--- config.mk ---
export PLATFORM = sky130hd
export DESIGN_NAME = col_line_capture
export DESIGN_NICKNAME = d
export VERILOG_FILES = /design/src/rtl/col_cap_pkg.sv /design/src/rtl/nib_packer.sv /design/src/rtl/sel_ctrl.sv /design/src/rtl/line_store.sv /design/src/rtl/col_line_capture.sv
export SDC_FILE = /design/constraint.sdc
export NUM_CORES = 1
export LEC_CHECK = 0
export BUFFER_PORTS_ARGS = -buffer_cell sky130_fd_sc_hd__buf_2
export CORE_MARGIN = 10
export CORE_UTILIZATION = 61
export CTS_CLUSTER_DIAMETER = 120
export DETAILED_ROUTE_END_ITERATION = 7
export MAX_ROUTING_LAYER = met4
export PLACE_DENSITY = 0.84
export SKIP_CTS_REPAIR_TIMING = 1
export SLEW_MARGIN = 20
export SYNTH_ARGS = -nofsm -noshare
export SYNTH_HDL_FRONTEND = slang
export SYNTH_HIERARCHICAL = 1
export SYNTH_SLANG_ARGS = --single-unit
--- constraint.sdc ---
create_clock -name clk -period 5.1 [get_ports clk]
set_input_delay 0.51 -clock clk [delete_from_list [all_inputs] [get_ports clk]]
set_output_delay 0.51 -clock clk [all_outputs]
set_load 0.02 [all_outputs]
--- src/rtl/col_cap_pkg.sv ---
package col_cap_pkg;
  typedef enum logic [1:0] {
    ST_IDLE   = 2'd0,
    ST_ARMED  = 2'd1,
    ST_ACTIVE = 2'd2,
    ST_DONE   = 2'd3
  } cap_state_t;
endpackage

--- src/rtl/nib_packer.sv ---
module nib_packer #(
  parameter int BYTE_W = 8,
  localparam int NIB_W = BYTE_W / 2
) (
  input  logic              clk,
  input  logic              rst,
  input  logic              clr,
  input  logic              take,
  input  logic              wide_mode,
  input  logic [BYTE_W-1:0] din,
  output logic              byte_vld,
  output logic [BYTE_W-1:0] byte_data
);
  logic             phase_q;
  logic [NIB_W-1:0] low_q;

  always_ff @(posedge clk) begin
    if (rst || clr) begin
      phase_q <= 1'b0;
      low_q   <= '0;
    end else if (take && !wide_mode) begin
      if (!phase_q) begin
        low_q   <= din[NIB_W-1:0];
        phase_q <= 1'b1;
      end else begin
        phase_q <= 1'b0;
      end
    end
  end

  always_comb begin
    byte_vld  = take && (wide_mode || phase_q);
    byte_data = wide_mode ? din : {din[NIB_W-1:0], low_q};
  end

  // a byte is never emitted in narrow mode without a held first nibble
  assert_narrow_pair_R3: assert property (@(posedge clk) disable iff (rst)
    (byte_vld && !wide_mode) |-> phase_q);
endmodule

--- src/rtl/sel_ctrl.sv ---
module sel_ctrl
  import col_cap_pkg::*;
#(
  parameter int LINE_W  = 160,
  parameter int BYTE_W  = 8,
  parameter int GROUP_W = 16,
  localparam int NGRP   = LINE_W / GROUP_W,
  localparam int NBYTES = LINE_W / BYTE_W,
  localparam int CNT_W  = $clog2(NBYTES + 1)
) (
  input  logic            clk,
  input  logic            rst,
  input  logic            line_latch,
  input  logic            chip_en_in,
  input  logic            rev_dir,
  input  logic            byte_vld,
  output logic            selected,
  output logic [NGRP-1:0] ptr,
  output logic            half,
  output logic            cascade_out
);
  cap_state_t       st_q;
  logic [CNT_W-1:0] cnt_q;
  logic [NGRP-1:0]  start_ptr;

  localparam logic [CNT_W-1:0] LAST = CNT_W'(NBYTES - 1);

  always_comb begin
    start_ptr = rev_dir ? {1'b1, {(NGRP-1){1'b0}}} : {{(NGRP-1){1'b0}}, 1'b1};
    selected  = !line_latch &&
                ((st_q == ST_ACTIVE) || ((st_q == ST_ARMED) && chip_en_in));
    half      = cnt_q[0];
  end

  always_ff @(posedge clk) begin
    if (rst) begin
      st_q        <= ST_IDLE;
      ptr         <= {{(NGRP-1){1'b0}}, 1'b1};
      cnt_q       <= '0;
      cascade_out <= 1'b0;
    end else if (line_latch) begin
      st_q        <= ST_ARMED;
      ptr         <= start_ptr;
      cnt_q       <= '0;
      cascade_out <= 1'b0;
    end else begin
      if (st_q == ST_ARMED && chip_en_in) st_q <= ST_ACTIVE;
      if (byte_vld) begin
        cnt_q <= cnt_q + 1'b1;
        if (cnt_q[0]) ptr <= rev_dir ? (ptr >> 1) : (ptr << 1);
        if (cnt_q == LAST) begin
          st_q        <= ST_DONE;
          cascade_out <= 1'b1;
        end
      end
    end
  end

  assert_ptr_onehot_R4: assert property (@(posedge clk) disable iff (rst)
    $onehot0(ptr));
  assert_casc_desel_R6: assert property (@(posedge clk) disable iff (rst)
    cascade_out |-> !selected);
  assert_latch_clear_R8: assert property (@(posedge clk) disable iff (rst)
    line_latch |=> (!cascade_out && cnt_q == '0));
  assert_ptr_hold_R7: assert property (@(posedge clk) disable iff (rst)
    (!byte_vld && !line_latch) |=> $stable(ptr));
endmodule

--- src/rtl/line_store.sv ---
module line_store #(
  parameter int LINE_W  = 160,
  parameter int BYTE_W  = 8,
  parameter int GROUP_W = 16,
  localparam int NGRP   = LINE_W / GROUP_W,
  localparam int NBYTES = LINE_W / BYTE_W,
  localparam int BPG    = GROUP_W / BYTE_W,
  localparam int IDX_W  = $clog2(NBYTES)
) (
  input  logic              clk,
  input  logic              rst,
  input  logic              line_latch,
  input  logic              wr_en,
  input  logic [NGRP-1:0]   ptr,
  input  logic              half,
  input  logic [BYTE_W-1:0] wr_data,
  output logic [LINE_W-1:0] line_q
);
  logic [BYTE_W-1:0] mem [NBYTES];
  logic [LINE_W-1:0] flat;
  logic [IDX_W-1:0]  wr_idx;

  always_comb begin
    wr_idx = '0;
    for (int g = 0; g < NGRP; g++)
      if (ptr[g]) wr_idx = IDX_W'(g * BPG) | IDX_W'(half);
  end

  always_ff @(posedge clk) begin
    if (rst) begin
      for (int i = 0; i < NBYTES; i++) mem[i] <= '0;
    end else if (wr_en && (ptr != '0)) begin
      mem[wr_idx] <= wr_data;
    end
  end

  for (genvar i = 0; i < NBYTES; i++) begin : g_flat
    assign flat[i*BYTE_W +: BYTE_W] = mem[i];
  end

  always_ff @(posedge clk) begin
    if (rst)             line_q <= '0;
    else if (line_latch) line_q <= flat;
  end

  assert_line_hold_R8: assert property (@(posedge clk) disable iff (rst)
    !line_latch |=> $stable(line_q));
endmodule

--- src/rtl/col_line_capture.sv ---
module col_line_capture #(
  parameter int LINE_W  = 160,
  parameter int BYTE_W  = 8,
  parameter int GROUP_W = 16,
  localparam int NGRP   = LINE_W / GROUP_W
) (
  input  logic              clk,
  input  logic              rst,
  input  logic              line_latch,
  input  logic              chip_en_in,
  input  logic              data_stb,
  input  logic              wide_mode,
  input  logic              rev_dir,
  input  logic [BYTE_W-1:0] din,
  output logic              cascade_out,
  output logic [LINE_W-1:0] line_q
);
  logic              selected, take, byte_vld, half;
  logic [BYTE_W-1:0] byte_data;
  logic [NGRP-1:0]   ptr;

  assign take = data_stb && selected;

  nib_packer #(.BYTE_W(BYTE_W)) u_pack (
    .clk(clk), .rst(rst), .clr(line_latch), .take(take),
    .wide_mode(wide_mode), .din(din),
    .byte_vld(byte_vld), .byte_data(byte_data)
  );

  sel_ctrl #(.LINE_W(LINE_W), .BYTE_W(BYTE_W), .GROUP_W(GROUP_W)) u_sel (
    .clk(clk), .rst(rst), .line_latch(line_latch), .chip_en_in(chip_en_in),
    .rev_dir(rev_dir), .byte_vld(byte_vld), .selected(selected),
    .ptr(ptr), .half(half), .cascade_out(cascade_out)
  );

  line_store #(.LINE_W(LINE_W), .BYTE_W(BYTE_W), .GROUP_W(GROUP_W)) u_store (
    .clk(clk), .rst(rst), .line_latch(line_latch), .wr_en(byte_vld),
    .ptr(ptr), .half(half), .wr_data(byte_data), .line_q(line_q)
  );

  // nothing is accepted in a line-latch cycle
  assert_latch_blocks_R9: assert property (@(posedge clk) disable iff (rst)
    line_latch |-> !take);
endmodule

Yosys cells after proc, flatten, opt, wreduce, memory -nomap -nowiden --
Memories as Yosys holds them, arrays and structs flattened. A register that Yosys moved wholly into a read port is not among the register bits. Cells that the tools add are included. W data, S select, Z words.
Storage, ports and cells: register bits 23, memory bits (writable) 160, output and inout port bits 161, memories kept 1
Memories:
- u_store.mem | words 20, bits a word 8, rd ports 20, clocked after memory_dff 20, write ports 20, RTL line line_store.sv:19 | logic [BYTE_W-1:0] mem [NBYTES];
Operators by class: add/subtract/negate cells 1, eq/ne operators 3, mux-type cells 29, bitwise operators 1, reductions and logical operators 19
Operators by type and width (count):
- $mux W10 | 5
- $mux W5 | 10
- $mux W8 | 2
- $reduce_bool A10 Y1 | 1
- $mux W1 | 9
- $reduce_or A8 Y1 | 1
- $logic_and A1 B1 Y1 | 6
- $mux W2 | 3
- $reduce_and A2 Y1 | 3
- $add A5 B1 Y5 const B | 1
- $eq A5 B5 Y1 const B | 1
- $reduce_bool A2 Y1 | 2
- $logic_or A1 B1 Y1 | 3
- $eq A2 B1 Y1 const B | 1
- $eq A2 B2 Y1 const B | 1
- $logic_not A1 Y1 | 2
- $reduce_or A2 Y1 | 1
- $not A1 Y1 | 1

Longest topological paths before layout --
Gate-level depths: netlist of run 1.
depth after elaboration 12, depth in mapped cells 11, gate-level depth less buffers 9

Modules after synthesis --
The synthesis of run 1 kept the hierarchy.
By module, submodules not included:
- line_store | instances 1, cells each 954, area each 11638.7 sq um, seq. area each 8007.7 sq um
- sel_ctrl | instances 1, cells each 84, area each 809.5 sq um, seq. area each 360.3 sq um
- nib_packer | instances 1, cells each 28, area each 301.5 sq um, seq. area each 100.1 sq um
- col_line_capture | instances 1, cells each 1, area each 6.3 sq um, seq. area each 0.0 sq um

Least setup slack after synthesis of run 1 --
Ideal clock, no wire load.
path type input -> register, from in chip_en_in, to mem u_store.mem[1][0] (enable), arrival 2.750 ns, setup slack 1.975 ns, stages on the path 11, cell sequence nand2_1 -> mux2_2 -> nor2_1 -> and2_1 -> o21a_1 -> or4b_1 -> buf_4 -> nor4b_2 -> buf_2 -> inv_1 -> o21bai_1
RTL lines:
- start: declaration | RTL line col_line_capture.sv:10 | input logic chip_en_in,
- end: declaration | RTL line line_store.sv:19

==> metrics.md, run 1 <==
| Metric | Value |
|---|---|
| Status | completed |
| Number of buffers added on ports | 175 |
| Critical Path RT | 5220 ps |
| Final Hold Viols | 0 |
| Layout Skew | 11.1 ps |
| Post-Syn Instances | 1067 |
| Initial DRC count | 705 |
| Arrival time at the worst endpoint | 3750 ps |
| Max-slew violation count | 0 |
| H-tree depth | 2 |
| Max-cap violations | 0 |
| GR Util All Layers | 0.219 |
| Synthesized area | 12800 µm² |
| FMAX | 276 MHz |
| Number of flops mapped to enable cells by yosys | 160 |
| Synth Area per Inst | 12.0 µm² |
| Final Instance Area | 14900 µm² |
| Via/cell ratio | 5.52 |
| Largest family of logic cells by synthesized area | multiplexers |
| Synth Flop Type | dfxtp_1 |
| Boundary Pins | 176 |
| Fin worst setup slack | 1470 ps |
| Starting Density | 0.624 |
| Crit path launch type | register |
| Clock sink total | 343 |
| Seq/Total Area, Yosys | 0.664 |
| Layout area overhead | 16.9% |
| RD Place Congestion | 0.828 |
| Yosys cell types | 49 |
| Worst-margin pin slew | 1120 ps |
| Slew HR | 0.252 |
| Via count | 8379 |
| Pre-CTS WS | 1220 ps |
| Setup_tns | 0 ps |
| Worst skew pair latency | 500 ps |
| Register area | 8470 µm² |
| Compound-Gate Fraction of Synth Area | 0.0275 |
| Clk slew on worst S/H paths | 60 ps |
| Pwr dens | 387 nW/µm² |
| First-pass GRT wire length | 45800 µm |
| Detail Route Antenna Nets | 0 |
| Post-synth top area share | 0.377 |
| Row count | 52 |
| Grt ovf | 0 |
| # fillers | 1414 |
| Synthesis-stage register bit count | 343 |
| Largest net degree at the start of global routing | 115 |
| Commonest cells in the netlist | nor2_1, dfxtp_1, mux2i_1 |
| Die ar. | 27100 µm² |
| Die X | 165 µm |
| P_leak | 6.42 nW |
| Mux contribution to synthesized area | 0.144 |
| RSZ-0062 raised after global routing | no |
| Worst vdd ir | 0.212 mV |
| Initial antenna violation count | 1 |
| Fin crit share | 0.712 |
| Post-synth net total | 1083 |
| WL/cell | 19.6 µm |
| DR DRC count | 0 |
| Final HPWL DP | 19100 µm |
| Nets@finish | 1237 |
| Final min period | 3630 ps |
| Vias in the first global route | 8424 |
| Most common cell in the netlist | nor2_1 |
| Post-synthesis adder-cell area fraction | 0.000981 |
| Top cells by area, synth | edfxtp_1, dfxtp_1, mux2i_1 |
| CP endpoint kind | register |
| CORE AREA | 20400 µm² |
| Synth async-reset ratio | 0 |
| Cell taking the most area after synthesis | edfxtp_1 |
| Yosys warns | 6 |
| CTS tree | built |
| CTS buffer count | 35 |
| Crit Path Max Fanout | 11 |
| Post-Synth XOR/XNOR Area | 0.00343 |
| Drt pass-1 iters | 6 |
| Share of cells above drive strength 1 | 0.198 |
| Placed Area | 13800 µm² |
| Root Buffer | clkbuf_16 |
| Crit Path Category | reg2reg |
| Total wire length | 29700 µm |
| Setup-failing EPs final | 0 |
| Die height | 165 µm |
| Clk buf depth | 3 |
| Area occupied by multi-input gates | 4020 µm² |
| Worst min-delay path category | in2reg |
| Synth Area in Simple Gates | 0.137 |
[layer usage]
layer	wire, µm	track usage	vias to the layer above
met2	14400	0.342	347
met4	826	0.0829	0
met3	2450	0.0438	77
met1	12000	0.279	4005
met5	0	-	-
li1	-	-	3950
[path summary, 6_finish.rpt]
check | from | to | slack, ps | cells past startpoint
setup / recovery | u_sel/st_q[1]$_SDFF_PP0_ | u_store/mem[1][3]$_SDFFCE_PN0P_ | 1470 | 9
hold / removal | din[3] | u_pack/low_q[3]$_SDFFE_PP0P_ | 290 | 3
setup reg to reg | u_sel/st_q[1]$_SDFF_PP0_ | u_store/mem[1][3]$_SDFFCE_PN0P_ | 1470 | 9
hold reg to reg | u_sel/cascade_out$_SDFFE_PP0P_ | u_sel/cascade_out$_SDFFE_PP0P_ | 460 | 2
[power breakdown]
group	total (mW)	internal (mW)	leakage (nW)	switching (mW)
Sequential	3.02	2.97	3.15	0.0501
Clock	2.38	1.41	0.521	0.976
Combinational	0.366	0.120	2.75	0.247
Total	5.77	4.50	6.42	1.27
[flip-flops by register name, summed over array words and instances (netlist names)]
name,flops
u_sel/cascade_out,1
u_pack/phase_q,1
u_sel/st_q,2
u_pack/low_q,4
u_sel/cnt_q,5
u_store/mem,160
u_store/line_q,160
u_sel/ptr,10
[final cells by class]
cell class / count / area share
antenna: 1 / 0.000168
tap: 270 / 0.0227
inverter: 6 / 0.00151
multi-input combinational: 653 / 0.270
clock buffer: 59 / 0.0710
timing repair buffer: 182 / 0.0660
clock inverter: 3 / 0.000923
sequential: 343 / 0.568
[logic make-up (layout without fill, tap and decap cells)]
| logic type | after synthesis | after routing |
|---|---|---|
| compound gates | 48 | 48 |
| xor+xnor | 5 | 5 |
| fa+ha+maj | 1 | 1 |
| buf+inv | 71 | 250 |
| flops | 343 | 343 |
| mux | 182 | 182 |
| other cells | 0 | 1 |
| simple gates | 417 | 417 |
[layout by cell type (no fill, tap or decap), types with 3 or more instances in the layout]
master,count
a21oi_1,6
o21ai_0,3
a21o_1,11
or2_2,3
mux2_1,8
clkbuf_1,17
buf_4,5
edfxtp_1,160
clkbuf_16,37
nand2_1,40
inv_1,6
o21bai_1,10
nor2b_1,4
and2_1,9
nand2_2,3
a211oi_1,8
nor2_1,336
clkbuf_8,6
xor2_1,3
mux2i_1,173
dfxtp_1,183
buf_2,173
[metrics by stage]
| stage | std cells | hold slack (ps) | total power, mW | utilization |
|---|---|---|---|---|
| final | 1517 | 289 | 5.77 | 0.730 |
| after floorplan | 1067 | 453 | 3.31 | - |
| after global routing | 1517 | 288 | 5.97 | 0.730 |
| after detailed placement | 1452 | 442 | 3.44 | 0.674 |
| after global placement | 1452 | 432 | 3.43 | 0.674 |
| after CTS | 1514 | 270 | 5.81 | 0.726 |
[critical path: stages, from the launching register on]
cell	delay, ps
dfxtp_1	360
mux2_2	340
nor2_1	70
and2_1	190
o21a_1	360
or4b_1	690
nor4b_2	360
buf_4	210
inv_1	70
o21bai_1	590
Power figures use the tool's default switching activity.
==> run 2: changes to the inputs <==
--- a/config.mk
+++ b/config.mk
@@ -5,13 +5,14 @@
 export SDC_FILE = /design/constraint.sdc
 export NUM_CORES = 1
 export LEC_CHECK = 0
+export ABC_AREA = 1
 export BUFFER_PORTS_ARGS = -buffer_cell sky130_fd_sc_hd__buf_2
 export CORE_MARGIN = 10
-export CORE_UTILIZATION = 61
+export CORE_UTILIZATION = 51
 export CTS_CLUSTER_DIAMETER = 120
 export DETAILED_ROUTE_END_ITERATION = 7
 export MAX_ROUTING_LAYER = met4
-export PLACE_DENSITY = 0.84
+export PLACE_DENSITY = 0.75
 export SKIP_CTS_REPAIR_TIMING = 1
 export SLEW_MARGIN = 20
 export SYNTH_ARGS = -nofsm -noshare
==> constraint.sdc (replaced) <==
create_clock -name clk -period 3.2 [get_ports clk]
set_input_delay 0.32 -clock clk [delete_from_list [all_inputs] [get_ports clk]]
set_output_delay 0.32 -clock clk [all_outputs]
set_load 0.02 [all_outputs]
==> metrics.md, run 2 <==
| Metric | Value |
|---|---|
| H-tree depth | 2 (unchanged) |
| R2R cell count | 14 (was 9) |
| R2R setup slack | 610 ps (was 1470 ps) |
| Arrival time at the worst endpoint | 2760 ps (was 3750 ps) |
| Initial antenna violation count | 0 (was 1) |
| Compound-Gate Fraction of Synth Area | 0.0752 (was 0.0275) |
| Root Buffer | clkbuf_16 (unchanged) |
| Synth Area per Inst | 9.83 µm² (was 12.0 µm²) |
| Clk buf depth | 3 (unchanged) |
| Synthesized area | 12900 µm² (was 12800 µm²) |
| Status | completed (unchanged) |
| Post-Syn Instances | 1307 (was 1067) |
| P_leak | 6.32 nW (was 6.42 nW) |
| Detail Route Antenna Nets | 0 (unchanged) |
| RD Place Congestion | 0.843 (was 0.828) |
| CTS tree | built (unchanged) |
| Boundary Pins | 176 (unchanged) |
| Synth Area in Simple Gates | 0.223 (was 0.137) |
| Most common cell in the netlist | nor2_1 (unchanged) |
| Pwr dens | 644 nW/µm² (was 387 nW/µm²) |
| CTS buffer count | 35 (unchanged) |
| Nets@finish | 1473 (was 1237) |
| Placed Area | 13900 µm² (was 13800 µm²) |
| Top flop regs | u_store/line_q: 160 flops, u_store/mem: 160 flops, u_sel/ptr: 10 flops (unchanged) |
| Number of flops mapped to enable cells by yosys | 160 (unchanged) |
| DR DRC count | 0 (unchanged) |
| Register area | 8470 µm² (unchanged) |
| Most frequent cells in the layout | nor2_1, dfxtp_1, buf_2 (was nor2_1, dfxtp_1, buf_2, mux2i_1, edfxtp_1) |
| Drt pass-1 iters | 5 (was 6) |
| Post-synthesis adder-cell area fraction | 0.000973 (was 0.000981) |
| Hold Crit Depth | 2 (was 3) |
| Worst skew pair latency | 510 ps (was 500 ps) |
| Total wire length | 31100 µm (was 29700 µm) |
| Most common cell after layout, fill and taps aside | nor2_1 (unchanged) |
| Die X | 179 µm (was 165 µm) |
| Hold endpoint | u_sel/st_q[0]$_SDFF_PP0_ (was u_pack/low_q[3]$_SDFFE_PP0P_) |
| Post-synth net total | 1323 (was 1083) |
| Critical Path RT | 3370 ps (was 5220 ps) |
| Crit Path Max Fanout | 9 (was 11) |
| Largest net degree at the start of global routing | 97 (was 115) |
| Via/cell ratio | 5.18 (was 5.52) |
| CP endpoint kind | register (unchanged) |
| GR Util All Layers | 0.195 (was 0.219) |
| Cell taking the most area after synthesis | edfxtp_1 (unchanged) |
| Pre-CTS WS | 452 ps (was 1220 ps) |
| Crit path launch type | register (unchanged) |
| Vias in the first global route | 9066 (was 8424) |
| Setup-failing EPs final | 0 (unchanged) |
| Synthesis-stage register bit count | 343 (unchanged) |
| Final HPWL DP | 19700 µm (was 19100 µm) |
| Slew HR | 0.347 (was 0.252) |
| Top cells by area, synth | edfxtp_1, dfxtp_1, nor2_1 (was edfxtp_1, dfxtp_1, mux2i_1) |
| Worst hold slack | 177 ps (was 289 ps) |
| Layout area overhead | 17.2% (was 16.9%) |
| # fillers | 2074 (was 1414) |
| RSZ-0062 raised after global routing | no (unchanged) |
| Final Hold Viols | 0 (unchanged) |
| Worst-margin pin slew | 978 ps (was 1120 ps) |
| Die height | 179 µm (was 165 µm) |
| Via count | 9393 (was 8379) |
| Max-slew violation count | 0 (unchanged) |
| Number of buffers added on ports | 175 (unchanged) |
| Reg2reg end | u_store/mem[5][4]$_SDFFCE_PN0P_ (was u_store/mem[1][3]$_SDFFCE_PN0P_) |
| Row count | 58 (was 52) |
| Fin crit share | 0.810 (was 0.712) |
| Final Util | 0.603 (was 0.730) |
| Clock sink total | 343 (unchanged) |
| CORE AREA | 25000 µm² (was 20400 µm²) |
| Area occupied by multi-input gates | 3840 µm² (was 4020 µm²) |
| ANT cells | 0 (was 1) |
| Worst r2r src | u_sel/st_q[1]$_SDFF_PP0_ (unchanged) |
| Largest family of logic cells by synthesized area | simple AND/OR/NAND/NOR gates (was multiplexers) |
| Commonest cells in the netlist | nor2_1, dfxtp_1, o21ai_0 (was nor2_1, dfxtp_1, mux2i_1) |
| Fin worst setup slack | 610 ps (was 1470 ps) |
| Synth async-reset ratio | 0 (unchanged) |
| Mux contribution to synthesized area | 0 (was 0.144) |
| Share of cells above drive strength 1 | 0.202 (was 0.198) |
| Initial DRC count | 926 (was 705) |
| Worst hold start | rst (was din[3]) |
| Max-cap violations | 0 (unchanged) |
| Setup_tns | 0 ps (unchanged) |
| Post-synth top area share | 0.374 (was 0.377) |
| Die ar. | 32000 µm² (was 27100 µm²) |
| First-pass GRT wire length | 48300 µm (was 45800 µm) |
| Post-Synth XOR/XNOR Area | 0 (was 0.00343) |
| Seq/Total Area, Yosys | 0.659 (was 0.664) |
| Starting Density | 0.515 (was 0.624) |
| Worst min-delay path category | in2reg (unchanged) |
| Final min period | 2590 ps (was 3630 ps) |
| Synth Flop Type | dfxtp_1 (unchanged) |
| Yosys warns | 6 (unchanged) |
| Worst vdd ir | 0.381 mV (was 0.212 mV) |
| Layout Skew | 19.3 ps (was 11.1 ps) |
| Final Instance Area | 15100 µm² (was 14900 µm²) |
| WL/cell | 17.2 µm (was 19.6 µm) |
| Crit Path Category | reg2reg (unchanged) |
| Yosys cell types | 34 (was 49) |
| FMAX | 386 MHz (was 276 MHz) |
| Grt ovf | 0 (unchanged) |
| Clk slew on worst S/H paths | 60 ps (about the same) |
## run 2: critical path: stages, from the launching register on
cell     delay, ps
dfxtp_1        310
inv_1           60
nand2_1         50
nand2_1         50
nand2_1         60
nor2_1          90
nand2_1         60
inv_1           60
inv_1           40
nor2_1         130
inv_1           70
nor2_1         210
and3_1         520
nand4_4        210
nand2_1        360
## run 2: area by class of cell
type	count	area share
inverters	39	0.0102
well taps	330	0.0274
flip-flops and latches	343	0.562
clock buffers	48	0.0685
repair buffers	194	0.0678
clock inverters	15	0.00880
multi-input cells	844	0.255
## run 2: logic make-up (layout without fill, tap and decap cells)
logic type               Yosys count  in the layout
AO/OA/AOI/OAI                    192            192
AND/OR/NAND/NOR                  651            651
flip-flops                       343            343
buffers and inverters            120            296
adder cells (fa/ha/maj)            1              1
## run 2: through the flow
stage,power [mW],std cells
2_1_floorplan,5.44,1307
3_3_place_gp,5.71,1750
3_5_place_dp,5.73,1750
4_1_cts,9.77,1813
5_1_grt,10.0,1813
6_report,9.70,1813
## run 2: where the power goes
group	switching (mW)	total, mW	internal (mW)
logic	0.560	0.755	0.195
registers	0.0930	4.88	4.79
clock network	1.63	4.06	2.43
## run 2: layer usage
layer | share of wire | global-route usage | routed length [µm] | vias up
met3 | 0.071 | 0.0364 | 2210 | 52
met1 | 0.41 | 0.244 | 12900 | 4432
met2 | 0.49 | 0.316 | 15300 | 329
met5 | 0 | - | 0 | -
li1 | - | - | - | 4580
met4 | 0.025 | 0.0651 | 781 | 0
## run 2: worst max path at each step
| stage | start | end | slack, ps | cells after the start |
|---|---|---|---|---|
| finish | u_sel/st_q[1]$_SDFF_PP0_ | u_store/mem[5][4]$_SDFFCE_PN0P_ | 610 | 14 |
| global route | u_sel/st_q[1]$_SDFF_PP0_ | u_store/mem[5][5]$_SDFFCE_PN0P_ | 370 | 14 |
| detailed placement | line_latch | u_store/mem[4][0]$_SDFFCE_PN0P_ | 450 | 13 |
| global placement | line_latch | u_store/mem[4][5]$_SDFFCE_PN0P_ | 520 | 13 |
| floorplan | line_latch | u_store/mem[19][0]$_SDFFCE_PN0P_ | 790 | 15 |
| CTS | u_sel/st_q[1]$_SDFF_PP0_ | u_store/mem[5][0]$_SDFFCE_PN0P_ | 640 | 14 |
==> run 3: changes to the inputs <==
==> constraint.sdc (replaced) <==
create_clock -name clk -period 2.1 [get_ports clk]
set_input_delay 0.21 -clock clk [delete_from_list [all_inputs] [get_ports clk]]
set_output_delay 0.21 -clock clk [all_outputs]
set_load 0.02 [all_outputs]
==> metrics.md, run 3 (same netlist as run 2, synthesis figures left out) <==
| Metric | Value |
|---|---|
| Most common cell after layout, fill and taps aside | nor2_1 (unchanged) |
| Via count | 9544 (was 9393) |
| Initial DRC count | 805 (was 926) |
| GR Util All Layers | 0.196 (was 0.195) |
| Share of cells above drive strength 1 | 0.251 (was 0.202) |
| Largest net degree at the start of global routing | 167 (was 97) |
| Worst r2r src | u_sel/st_q[1]$_SDFF_PP0_ (unchanged) |
| Critical path origin | u_sel/st_q[1]$_SDFF_PP0_ (unchanged) |
| Max-slew violation count | 0 (unchanged) |
| First-pass GRT wire length | 48900 µm (was 48300 µm) |
| Clk buf depth | 3 (unchanged) |
| Met1 usage | 0.247 (was 0.244) |
| Fin crit share | 0.946 (was 0.810) |
| Busiest grt layer | met2 (unchanged) |
| Worst min-delay path category | in2reg (unchanged) |
| Max-cap violations | 0 (unchanged) |
| Final min period | 1990 ps (was 2590 ps) |
| Top flop regs | u_store/line_q: 160 flops, u_store/mem: 160 flops, u_sel/ptr: 10 flops (unchanged) |
| Number of buffers added on ports | 175 (unchanged) |
| Crit path launch type | register (unchanged) |
| Most frequent cells in the layout | nor2_1, dfxtp_1, buf_2 (unchanged) |
| Status | completed (unchanged) |
| Nets@finish | 1508 (was 1473) |
| Final Hold Viols | 0 (unchanged) |
| Setup-failing EPs final | 0 (unchanged) |
| Clk slew on worst S/H paths | 60 ps (about the same) |
| Worst hold start | rst (unchanged) |
| Die height | 179 µm (unchanged) |
| WL/cell | 16.9 µm (was 17.2 µm) |
| Worst skew pair latency | 510 ps (about the same) |
| Pwr Total | 14.7 mW (was 9.70 mW) |
| Crit Path Category | reg2reg (unchanged) |
| Placed Area | 14400 µm² (was 13900 µm²) |
| Total wire length | 31300 µm (was 31100 µm) |
| Layout area overhead | 22.5% (was 17.2%) |
| Initial antenna violation count | 1 (was 0) |
| CORE AREA | 25000 µm² (unchanged) |
| CP endpoint kind | register (unchanged) |
| Clock sink total | 343 (unchanged) |
| Vias in the first global route | 9386 (was 9066) |
| Critical Path RT | 2330 ps (was 3370 ps) |
| Root Buffer | clkbuf_16 (unchanged) |
| Final Instance Area | 15700 µm² (was 15100 µm²) |
| P_leak | 6.53 nW (was 6.32 nW) |
| Worst vdd ir | 0.564 mV (was 0.381 mV) |
| Worst-margin pin slew | 635 ps (was 978 ps) |
| Layout Skew | 18.9 ps (was 19.3 ps) |
| RSZ-0062 raised after global routing | yes (was no) |
| Boundary Pins | 176 (unchanged) |
| CTS tree | built (unchanged) |
| Die X | 179 µm (unchanged) |
| Met3 GRT Util | 0.0337 (was 0.0364) |
| Row count | 58 (unchanged) |
| Drt pass-1 iters | 5 (unchanged) |
| RD Place Congestion | 0.862 (was 0.843) |
| FMAX | 503 MHz (was 386 MHz) |
| Crit Path Max Fanout | 8 (was 9) |
| Grt ovf | 0 (unchanged) |
| H-tree depth | 2 (unchanged) |
| Met2 Use GR | 0.316 (about the same) |
| Via/cell ratio | 5.16 (was 5.18) |
| Final HPWL DP | 19600 µm (was 19700 µm) |
| Starting Density | 0.515 (unchanged) |
| Pwr dens | 936 nW/µm² (was 644 nW/µm²) |
| Slew HR | 0.577 (was 0.347) |
| Arrival time at the worst endpoint | 2210 ps (was 2760 ps) |
| CTS buffer count | 36 (was 35) |
| Detail Route Antenna Nets | 0 (unchanged) |
| DR DRC count | 0 (unchanged) |
| Die ar. | 32000 µm² (unchanged) |
==> run 3: final cells by class <==
cell class,count,area [µm²]
Fill cell,1999,9220
Sequential cell,343,8470
Multi-Input combinational cell,844,4130
Timing Repair Buffer,228,1420
Clock buffer,51,1040
Tap cell,330,413
Inverter,39,156
Clock inverter,15,110
Antenna cell,1,2.50
==> run 3: worst max-delay path: stages, from the launching register on <==
cell and delay, ps:
dfxtp_1 310, inv_1 40, nand2_1 40, nand2_1 50
nand2_1 60, nor2_1 100, nand2_1 60, inv_2 70
inv_2 40, nor2_4 80, inv_2 50, nor2_4 120
nand4_1 210, inv_4 180, nand3_4 140, nand2_8 150
==> run 3: metal layers <==
layer	up-vias	wire [µm]
met3	56	1910
met4	0	751
met5	-	0
met1	4537	13300
li1	4653	-
met2	298	15300
==> run 3: path summary, 6_finish.rpt <==
kind / cells past startpoint / to / slack [ps]
worst max-delay path: 15 / u_store/mem[3][4]$_SDFFCE_PN0P_ / 110
worst min register to register: 2 / u_store/line_q[63]$_SDFFE_PP0P_ / 450
worst max register to register: 15 / u_store/mem[3][4]$_SDFFCE_PN0P_ / 110
worst min-delay path: 2 / u_sel/st_q[0]$_SDFF_PP0_ / 2
==> run 3: metrics by stage <==
step / worst slack (ps) / instances / utilization / hold slack (ps) / TNS [ps]
3_3_place_gp: -57.3 / 1783 / 0.575 / 452 / -1750
6_report: 113 / 1851 / 0.631 / 2.19 / 0
4_1_cts: -53.0 / 1849 / 0.622 / -23.1 / -1700
3_5_place_dp: -53.2 / 1783 / 0.575 / 459 / -1350
5_1_grt: -37.0 / 1851 / 0.631 / 22.6 / -1780
2_1_floorplan: -0.702 / 1307 / - / 322 / -16.9
==> run 3: power breakdown <==
group	switching [mW]	internal (mW)	leakage, nW
sequential	0.135	7.29	3.14
clock	2.48	3.60	0.576
combinational	0.885	0.338	2.82
